### src/rtl/bmide_pkg.sv
package bmide_pkg;
    localparam int N_CH          = 2;
    localparam int BYTE_W        = 8;
    localparam int MODE_PEND_LSB = 2;
    localparam int MODE_MASK_LSB = 4;
    localparam int ST_ACT        = 0;
    localparam int ST_ERR        = 1;
    localparam int ST_INT        = 2;
    localparam logic [BYTE_W-1:0] ST_RW_MASK = 8'h60;

    typedef enum logic [1:0] {
        REG_CMD  = 2'd0,
        REG_MODE = 2'd1,
        REG_STAT = 2'd2,
        REG_TIME = 2'd3
    } reg_sel_e;
endpackage

### src/rtl/bmide_mode.sv
module bmide_mode
    import bmide_pkg::*;
#(
    parameter int NCH = N_CH
) (
    input  logic              clk,
    input  logic              rst,
    input  logic [NCH-1:0]    req,
    input  logic              wr_en,
    input  logic [NCH-1:0]    wr_mask,
    output logic [BYTE_W-1:0] mode_q,
    output logic              irq
);
    logic [NCH-1:0] pend_q;
    logic [NCH-1:0] mask_q;

    always_ff @(posedge clk) begin
        if (rst) begin
            pend_q <= '0;
            mask_q <= '0;
        end else begin
            pend_q <= req;
            if (wr_en) begin
                mask_q <= wr_mask;
            end
        end
    end

    always_comb begin
        mode_q = '0;
        mode_q[MODE_PEND_LSB +: NCH] = pend_q;
        mode_q[MODE_MASK_LSB +: NCH] = mask_q;
    end

    assign irq = |(pend_q & ~mask_q);

    AST_PEND_FOLLOW: assert property (@(posedge clk) disable iff (rst)
        1'b1 |=> (pend_q == $past(req)));
    AST_MASK_HOLD: assert property (@(posedge clk) disable iff (rst)
        !wr_en |=> $stable(mask_q));
endmodule

### src/rtl/bmide_chan.sv
module bmide_chan
    import bmide_pkg::*;
(
    input  logic              clk,
    input  logic              rst,
    input  logic              wr_en,
    input  reg_sel_e          sel,
    input  logic [BYTE_W-1:0] wdata,
    input  logic              dma_active,
    input  logic              err_set,
    input  logic              int_set,
    output logic [BYTE_W-1:0] cmd_q,
    output logic [BYTE_W-1:0] stat_rd,
    output logic [BYTE_W-1:0] time_q,
    output logic              cmd_pulse
);
    logic [BYTE_W-1:0] rw_q;
    logic              err_q;
    logic              int_q;
    logic              wr_cmd, wr_stat, wr_time;

    assign wr_cmd  = wr_en && (sel == REG_CMD);
    assign wr_stat = wr_en && (sel == REG_STAT);
    assign wr_time = wr_en && (sel == REG_TIME);

    always_ff @(posedge clk) begin
        if (rst) begin
            cmd_q     <= '0;
            time_q    <= '0;
            rw_q      <= '0;
            err_q     <= 1'b0;
            int_q     <= 1'b0;
            cmd_pulse <= 1'b0;
        end else begin
            cmd_pulse <= wr_cmd;
            if (wr_cmd)  cmd_q  <= wdata;
            if (wr_time) time_q <= wdata;
            if (wr_stat) rw_q   <= wdata & ST_RW_MASK;
            err_q <= err_set || (err_q && !(wr_stat && wdata[ST_ERR]));
            int_q <= int_set || (int_q && !(wr_stat && wdata[ST_INT]));
        end
    end

    always_comb begin
        stat_rd = rw_q;
        stat_rd[ST_ACT] = dma_active;
        stat_rd[ST_ERR] = err_q;
        stat_rd[ST_INT] = int_q;
    end

    AST_CMD_PULSE: assert property (@(posedge clk) disable iff (rst)
        wr_cmd |=> cmd_pulse);
    AST_CMD_QUIET: assert property (@(posedge clk) disable iff (rst)
        !wr_cmd |=> !cmd_pulse);
    AST_ERR_STICKY: assert property (@(posedge clk) disable iff (rst)
        (err_q && !(wr_stat && wdata[ST_ERR])) |=> err_q);
    AST_RW_HOLD: assert property (@(posedge clk) disable iff (rst)
        !wr_stat |=> $stable(rw_q));
    AST_TIME_HOLD: assert property (@(posedge clk) disable iff (rst)
        !wr_time |=> $stable(time_q));
endmodule

### src/rtl/bmide_regs.sv
module bmide_regs
    import bmide_pkg::*;
#(
    parameter int ADDR_W = 4,
    parameter int SIZE_W = 3,
    parameter int DATA_W = 32
) (
    input  logic              clk,
    input  logic              rst,
    input  logic [ADDR_W-1:0] bus_addr,
    input  logic [SIZE_W-1:0] bus_size,
    input  logic              bus_rd,
    input  logic              bus_wr,
    input  logic [BYTE_W-1:0] bus_wdata,
    output logic [DATA_W-1:0] bus_rdata,
    input  logic [N_CH-1:0]   ch_req,
    input  logic [N_CH-1:0]   dma_active,
    input  logic [N_CH-1:0]   dma_err_set,
    input  logic [N_CH-1:0]   dma_int_set,
    output logic [N_CH-1:0]   cmd_pulse,
    output logic              irq
);
    localparam int N_BYTES = DATA_W / BYTE_W;
    localparam int CH_BIT  = 3;
    localparam int HOLE_BIT = 2;

    logic     byte_ok, win_hit, wr_byte;
    logic     ch_idx;
    reg_sel_e sel;

    logic [BYTE_W-1:0] cmd_q  [N_CH];
    logic [BYTE_W-1:0] stat_q [N_CH];
    logic [BYTE_W-1:0] time_q [N_CH];
    logic [BYTE_W-1:0] mode_q;

    assign byte_ok = (bus_size == SIZE_W'(1));
    assign win_hit = !bus_addr[HOLE_BIT];
    assign wr_byte = bus_wr && byte_ok && win_hit;
    assign ch_idx  = bus_addr[CH_BIT];
    assign sel     = reg_sel_e'(bus_addr[1:0]);

    for (genvar c = 0; c < N_CH; c++) begin : g_chan
        bmide_chan u_chan (
            .clk        (clk),
            .rst        (rst),
            .wr_en      (wr_byte && (ch_idx == 1'(c))),
            .sel        (sel),
            .wdata      (bus_wdata),
            .dma_active (dma_active[c]),
            .err_set    (dma_err_set[c]),
            .int_set    (dma_int_set[c]),
            .cmd_q      (cmd_q[c]),
            .stat_rd    (stat_q[c]),
            .time_q     (time_q[c]),
            .cmd_pulse  (cmd_pulse[c])
        );
    end

    bmide_mode #(.NCH(N_CH)) u_mode (
        .clk     (clk),
        .rst     (rst),
        .req     (ch_req),
        .wr_en   (wr_byte && (sel == REG_MODE)),
        .wr_mask (bus_wdata[MODE_MASK_LSB +: N_CH]),
        .mode_q  (mode_q),
        .irq     (irq)
    );

    always_comb begin
        bus_rdata = '0;
        if (bus_rd) begin
            if (!byte_ok) begin
                for (int i = 0; i < N_BYTES; i++) begin
                    if (i < int'(bus_size)) bus_rdata[i*BYTE_W +: BYTE_W] = '1;
                end
            end else if (win_hit) begin
                unique case (sel)
                    REG_CMD:  bus_rdata[BYTE_W-1:0] = cmd_q[ch_idx];
                    REG_MODE: bus_rdata[BYTE_W-1:0] = mode_q;
                    REG_STAT: bus_rdata[BYTE_W-1:0] = stat_q[ch_idx];
                    REG_TIME: bus_rdata[BYTE_W-1:0] = time_q[ch_idx];
                endcase
            end
        end
    end

    AST_IRQ_QUIET: assert property (@(posedge clk) disable iff (rst)
        ($past(ch_req) == '0) |-> !irq);
    AST_WIDE_RD: assert property (@(posedge clk) disable iff (rst)
        (bus_rd && bus_size == SIZE_W'(N_BYTES)) |-> (bus_rdata == '1));
    AST_HOLE_RD: assert property (@(posedge clk) disable iff (rst)
        (bus_rd && byte_ok && bus_addr[HOLE_BIT]) |-> (bus_rdata == '0));
endmodule

### config.mk
export PLATFORM = sky130hd
export DESIGN_NAME = bmide_regs
export DESIGN_NICKNAME = d
export VERILOG_FILES = /design/src/rtl/bmide_pkg.sv /design/src/rtl/bmide_mode.sv /design/src/rtl/bmide_chan.sv /design/src/rtl/bmide_regs.sv
export SDC_FILE = /design/constraint.sdc
export NUM_CORES = 1
export LEC_CHECK = 0
export ABC_AREA = 0
export CAP_MARGIN = 5
export CORE_UTILIZATION = 31
export CTS_BUF_LIST = sky130_fd_sc_hd__clkbuf_8
export DETAILED_ROUTE_END_ITERATION = 8
export PLACE_DENSITY = 0.59
export SYNTH_ARGS = -nofsm -noshare
export SYNTH_HDL_FRONTEND = slang
export SYNTH_SLANG_ARGS = --single-unit
### constraint.sdc
create_clock -name clk -period 4.7 [get_ports clk]
set_input_delay 0.94 -clock clk [delete_from_list [all_inputs] [get_ports clk]]
set_output_delay 0.94 -clock clk [all_outputs]
set_load 0.01 [all_outputs]
==> results of run 1 <==
cell families after synthesis:
logic type             after synthesis  synth area share [%]
buffers and inverters               39                  11.1
and+or+nand+nor                     76                  17.4
AOI/OAI and AO/OA                   36                  9.55
DFF                                 46                  38.6
muxes                               54                  23.4
per-layer routing:
layer  GRT usage, %  part of all wire, %  routed length, um  up-vias
li1               -                    -                  -      930
met1           19.9                   47               2750      884
met2           25.6                   45               2640       69
met3           2.83                  5.3                308       10
met4           5.05                  1.9                113        0
met5              0                    0                  0        -
stage by stage:
stage | setup WS [ns] | util [%] | cell area (sq um) | total power [mW]
4_1_cts | 0.579 | 41.2 | 3020 | 0.810
3_3_place_gp | 0.648 | 39.8 | 2910 | 0.541
5_1_grt | 0.441 | 41.2 | 3020 | 0.835
6_report | 0.553 | 41.2 | 3020 | 0.802
2_1_floorplan | 1.87 | - | 2380 | 0.478
3_5_place_dp | 0.602 | 39.8 | 2910 | 0.541
registers in the layout, summed over array words and instances, names as in the netlist:
name	count
g_chan.u_chan.time_q	16
g_chan.u_chan.err_q	2
g_chan.u_chan.rw_q	4
g_chan.u_chan.cmd_pulse	2
u_mode.mask_q	2
g_chan.u_chan.cmd_q	16
g_chan.u_chan.int_q	2
u_mode.pend_q	2
worst min-delay path: cells and delay by family, from the launching register on:
kind | cells | cell delay, ns
flip-flops | 1 | 0.34
AND/OR/NAND/NOR | 1 | 0.07
AO/OA/AOI/OAI | 1 | 0.06
cell usage after synthesis (3+ instances only):
| cell | number |
|---|---|
| a21oi_1 | 15 |
| buf_2 | 4 |
| buf_4 | 26 |
| clkbuf_1 | 5 |
| dfxtp_1 | 46 |
| mux2_2 | 3 |
| mux2i_1 | 50 |
| nand2_1 | 4 |
| nand4_1 | 5 |
| nor2_1 | 45 |
| nor2b_1 | 6 |
| o21ai_0 | 4 |
| o22ai_1 | 3 |
cell type report:
class	instances	share of cell area [%]
Tap cell	99	4.10
Inverter	2	0.249
Timing Repair Buffer	68	22.0
Clock buffer	7	3.19
Clock inverter	1	0.290
Sequential cell	46	30.5
Multi-Input combinational cell	166	39.7
worst max-delay path by stage:
| stage | to | start | cells past startpoint |
|---|---|---|---|
| finish | bus_rdata[0] | bus_size[2] | 5 |
| floorplan | bus_rdata[7] | bus_addr[1] | 6 |
| detailed placement | bus_rdata[0] | bus_size[2] | 5 |
| global placement | bus_rdata[1] | bus_size[2] | 5 |
| global route | bus_rdata[0] | bus_size[2] | 5 |
| CTS | bus_rdata[0] | bus_size[2] | 5 |
power groups by stage:
stage,logic (mW),registers (mW),clock network [mW]
5_1_grt,0.148,0.396,0.291
4_1_cts,0.137,0.395,0.278
3_3_place_gp,0.136,0.404,0
6_report,0.136,0.395,0.270
3_5_place_dp,0.136,0.404,0
2_1_floorplan,0.0739,0.404,0
==> metrics.yaml, run 1 <==
status: "finished, final reports clean"
ys_seq_area_share_pct: 38.6
vias_per_cell: 4.87
avgRoutedWirePerCell_um: 14.9
worstSetupEndpointType: "output port"
holdPathStages: 2
fin_setup_tns_ns: 0
rows: 31
dr.first_iter.drc_count: 109
route.detailed.drc: 0
antennaDiodeCount: 0
insertion_delay_ns: 0.30
cts_tree: "done"
cpMostUsedCell: "clkdlybuf4s50_1"
grt_pass1_wl_mm: 9.18
synth_edf_count: 0
worst-r2r-setup-slack_ns: 4.05
core_sq_mm: 0.00733
vias: 1893
postCtsSetupRepairBufs: 0
start_kind: "input pin"
clock-sinks: 46
tightest_slew_ns: 0.999
min_period_ns: 4.15
async_flop_share_pct: 0
p_leak_nw: 1.37
crit_type: "in2out"
relSlewSlack_pct: 33.2
synthCells: 251
power_switching_mw: 0.203
hold_viol: 0
initial_core_util_pct: 32.5
worstHoldStart: "g_chan[1].u_chan.int_q"
whs_ns: 0.499
multi_input_area_sq_mm: 0.00120
reg2reg_depth: 2
die-area_sq_mm: 0.00804
cp_data_arrival_time_ns: 3.21
cp.required_ns: 3.76
avgSynthCellArea_sq_um: 9.50
drtAntennaViolNets: 0
grt_pass1_vias: 1743
synth_top_area_share_pct: 38.6
rsz0062_at_grt: "no"
clkPwrFrac_pct: 33.7
syn_nets: 278
cp_cell_sequence: "clkdlybuf4s50_1 -> o31ai_1 -> nor2_1 -> a41o_1 -> clkdlybuf4s50_1"
r2r-end: "g_chan[1].u_chan.cmd_q[3]"
seq_power_share_pct: 49.3
port_buffers: 61
crit_fanout: 10
setup_viol_count_final: 0
post_route_cells_drive_above_1_share_pct: 10.0
ir_drop_mv: 0.107
p_per_area_mw_per_mm2: 265
intPower_mw: 0.599
grt_max_degree: 28
place_congestion: 0.780
swShare_pct: 25.3
cts_resized: 0
combinationalPowerShare_pct: 17.0
cts_buffers: 5
cap_violations: 0
final_cells: 389
max_stage_delay_ns: 0.66
ys.flop_type: "dfxtp_1"
grt-ovfl-total: 0
synth_area_leaders: "dfxtp_1 (39%), mux2i_1 (21%), buf_4 (8.2%)"
ctsHoldBuffers: 0
cts_root_buf: "clkbuf_8"
wl_mm: 5.81
grt.total_usage_pct: 15.3
nets: 316
drtPass1Iterations: 4
post-place-cells: 381
min_path_type: "reg2reg"
cts-htree-levels: 2
dp_hpwl_mm: 4.15
regArea_sq_um: 921
clkTransAtPathRegs_ns: 0.08
die_h_um: 89.7
final_cell_mix: "clkdlybuf4s50_1 (61), mux2i_1 (50), dfxtp_1 (46), nor2_1 (45), a21oi_1 (15)"
syn_to_final_growth_pct: 26.7
syn-cell-area_sq_mm: 0.00238
ys_types: 35
fillers: 732
drv_slew: 0
final_common_cell: "clkdlybuf4s50_1"
skew_ns: 0
holdPathEnd: "g_chan[1].u_chan.int_q"
synth_top_cell_by_area: "dfxtp_1"
cp_slowest_cell: "o31ai_1"
r2r_start: "g_chan[1].u_chan.cmd_q[3]"
fmax_mhz: 241
die_w_um: 89.7
synth_seq_cells: 46
yosys_warnings: 0
period_share_pct: 88.2
critPathTopFamily: "buffers and inverters"
antenna_found_initial: 0
clock_path_buffers: 2
cp.buffers_inverters: 2
ioPinCount: 62
Note: power is estimated with default switching activity, not from simulation.
==> inputs of run 2 (changes only) <==
--- a/config.mk
+++ b/config.mk
@@ -8,9 +8,11 @@
 export ABC_AREA = 0
 export CAP_MARGIN = 5
 export CORE_UTILIZATION = 31
-export CTS_BUF_LIST = sky130_fd_sc_hd__clkbuf_8
+export CTS_BUF_LIST = sky130_fd_sc_hd__clkbuf_4
 export DETAILED_ROUTE_END_ITERATION = 8
 export PLACE_DENSITY = 0.59
+export REMOVE_ABC_BUFFERS = 1
+export SKIP_LAST_GASP = 1
 export SYNTH_ARGS = -nofsm -noshare
 export SYNTH_HDL_FRONTEND = slang
 export SYNTH_SLANG_ARGS = --single-unit
==> run 2 against run 1 <==
- die area unchanged
- utilization decreased by 0.36 points
- via count rose by 0.16%
- final area down 0.87%
- combinational power is essentially flat
- clock-buffer cell count shrank 2
- critical path depth is 1 higher
- cell count unchanged
- critical path type unchanged
- largest cell class unchanged
==> metrics.yaml, run 2 (same netlist as run 1, synthesis figures left out) <==
die-area_sq_mm: 0.00804
hold_viol: 0
cp_cell_sequence: "clkdlybuf4s50_1 -> buf_4 -> and2b_2 -> a22oi_1 -> a21oi_1 -> clkdlybuf4s50_1"
reg2reg_depth: 2
clock_path_buffers: 2
drv_slew: 0
post_route_cells_drive_above_1_share_pct: 9.66
startpoint: "bus_addr[3]"
cp.required_ns: 3.76
dp_hpwl_mm: 4.31
insertion_delay_ns: 0.35
cpMostUsedCell: "clkdlybuf4s50_1"
seq_power_share_pct: 52.0
relSlewSlack_pct: 28.5
status: "finished, final reports clean"
combinationalPowerShare_pct: 18.0
nets: 317
cap_violations: 0
cp_data_arrival_time_ns: 3.14
vias: 1896
rows: 31
clkTransAtPathRegs_ns: 0.12
tightest_slew_ns: 1.07
min_period_ns: 4.08
cts_root_buf: "clkbuf_4"
ir_drop_mv: 0.0951
cts_tree: "done"
final_common_cell: "clkdlybuf4s50_1"
r2r-end: "u_mode.mask_q[0]"
place_congestion: 0.758
r2r_start: "u_mode.mask_q[0]"
die_w_um: 89.7
initial_core_util_pct: 32.5
vias_per_cell: 4.87
swShare_pct: 24.8
power_switching_mw: 0.189
ctsHoldBuffers: 0
crit_end: "bus_rdata[7]"
cts_buffers: 5
postCtsSetupRepairBufs: 0
grt_pass1_vias: 1767
grt.total_usage_pct: 15.6
final_cell_mix: "clkdlybuf4s50_1 (61), mux2i_1 (50), dfxtp_1 (46), nor2_1 (45), a21oi_1 (15)"
avgRoutedWirePerCell_um: 15.3
intPower_mw: 0.573
cts-htree-levels: 2
port_buffers: 61
skew_ns: 0
reg.largest.list: "g_chan.u_chan.cmd_q x16, g_chan.u_chan.time_q x16, g_chan.u_chan.rw_q x4"
min_path_type: "reg2reg"
dr.first_iter.drc_count: 152
start_kind: "input pin"
grt-ovfl-total: 0
fin_setup_tns_ns: 0
p_leak_nw: 1.36
antennaDiodeCount: 0
clock-sinks: 46
setup_viol_count_final: 0
crit_type: "in2out"
ioPinCount: 62
syn_to_final_growth_pct: 25.6
place_area_sq_mm: 0.00292
grt_max_degree: 29
period_share_pct: 86.9
die_h_um: 89.7
grt_pass1_wl_mm: 9.31
clkPwrFrac_pct: 30.0
drtAntennaViolNets: 0
rsz0062_at_grt: "no"
fmax_mhz: 245
max_stage_delay_ns: 0.78
route.detailed.drc: 0
fin_area_sq_mm: 0.00299
worst-r2r-setup-slack_ns: 4.04
antenna_found_initial: 0
core_sq_mm: 0.00733
drtPass1Iterations: 4
cts_resized: 0
crit_fanout: 11
wl_mm: 5.96
p_per_area_mw_per_mm2: 254
worstSetupEndpointType: "output port"
cp_slowest_cell: "clkdlybuf4s50_1"
-- run 2: changes by cell type in the layout (fill, tap and decap cells not counted), sizes merged --
cell | previous run | this run
clkbuf | 7 | 5
buf | 7 | 8
bufinv | 0 | 1
-- run 2: layer usage --
| layer | global-route usage, % | up-vias | routed length [um] |
|---|---|---|---|
| li1 | - | 937 | - |
| met1 | 21.2 | 895 | 2810 |
| met2 | 24.9 | 60 | 2720 |
| met3 | 3.66 | 4 | 382 |
| met4 | 4.33 | 0 | 54 |
| met5 | 0 | - | 0 |
-- run 2: power groups by stage --
stage	combinational [mW]	sequential [mW]	clock, mW
after CTS	0.138	0.396	0.237
final	0.137	0.396	0.229
after detailed placement	0.137	0.405	0
after global placement	0.137	0.405	0
after floorplan	0.0437	0.404	0
after global routing	0.148	0.397	0.252
-- run 2: final cells by class --
| cell class | instances | area (sq um) |
|---|---|---|
| inverter | 2 | 7.51 |
| fill | 703 | 4340 |
| tap | 99 | 124 |
| timing repair buffer | 69 | 671 |
| sequential | 46 | 921 |
| clock buffer | 5 | 37.5 |
| clock inverter | 2 | 33.8 |
| multi-input combinational | 166 | 1200 |
-- run 2: worst min path at each step --
stage                                      end  slack, ns  cells past startpoint                        from
floorplan               g_chan[0].u_chan.int_q       0.45                      2      g_chan[0].u_chan.int_q
global placement     g_chan[0].u_chan.cmd_q[3]       0.47                      2   g_chan[0].u_chan.cmd_q[3]
detailed placement   g_chan[0].u_chan.cmd_q[3]       0.48                      2   g_chan[0].u_chan.cmd_q[3]
CTS                  g_chan[0].u_chan.cmd_q[3]       0.51                      2   g_chan[0].u_chan.cmd_q[3]
global route        g_chan[1].u_chan.time_q[3]       0.54                      2  g_chan[1].u_chan.time_q[3]
finish               g_chan[0].u_chan.cmd_q[3]       0.51                      2   g_chan[0].u_chan.cmd_q[3]
-- run 2: per-stage QoR --
stage | power (mW) | setup WS (ns) | utilization (%) | cells | hold WS (ns)
after floorplan | 0.448 | 1.32 | - | 214 | 0.450
after global placement | 0.541 | 0.645 | 39.9 | 382 | 0.470
after detailed placement | 0.542 | 0.614 | 39.9 | 382 | 0.480
after CTS | 0.770 | 0.623 | 40.8 | 389 | 0.513
after global routing | 0.797 | 0.533 | 40.8 | 389 | 0.544
final | 0.761 | 0.617 | 40.8 | 389 | 0.508
-- run 2: worst max-delay path: cells and delay by family --
| kind | cells | cell delay (ns) |
|---|---|---|
| AO/OA/AOI/OAI | 2 | 0.28 |
| buffers and inverters | 3 | 1.65 |
| AND/OR/NAND/NOR | 1 | 0.26 |
==> inputs of run 3 (changes only) <==
--- a/config.mk
+++ b/config.mk
@@ -6,7 +6,6 @@
 export NUM_CORES = 1
 export LEC_CHECK = 0
 export ABC_AREA = 0
-export CAP_MARGIN = 5
 export CORE_UTILIZATION = 31
 export CTS_BUF_LIST = sky130_fd_sc_hd__clkbuf_4
 export DETAILED_ROUTE_END_ITERATION = 8
==> results of run 3 <==
No change in the layout: final DEF, timing and power equal those of run 2.
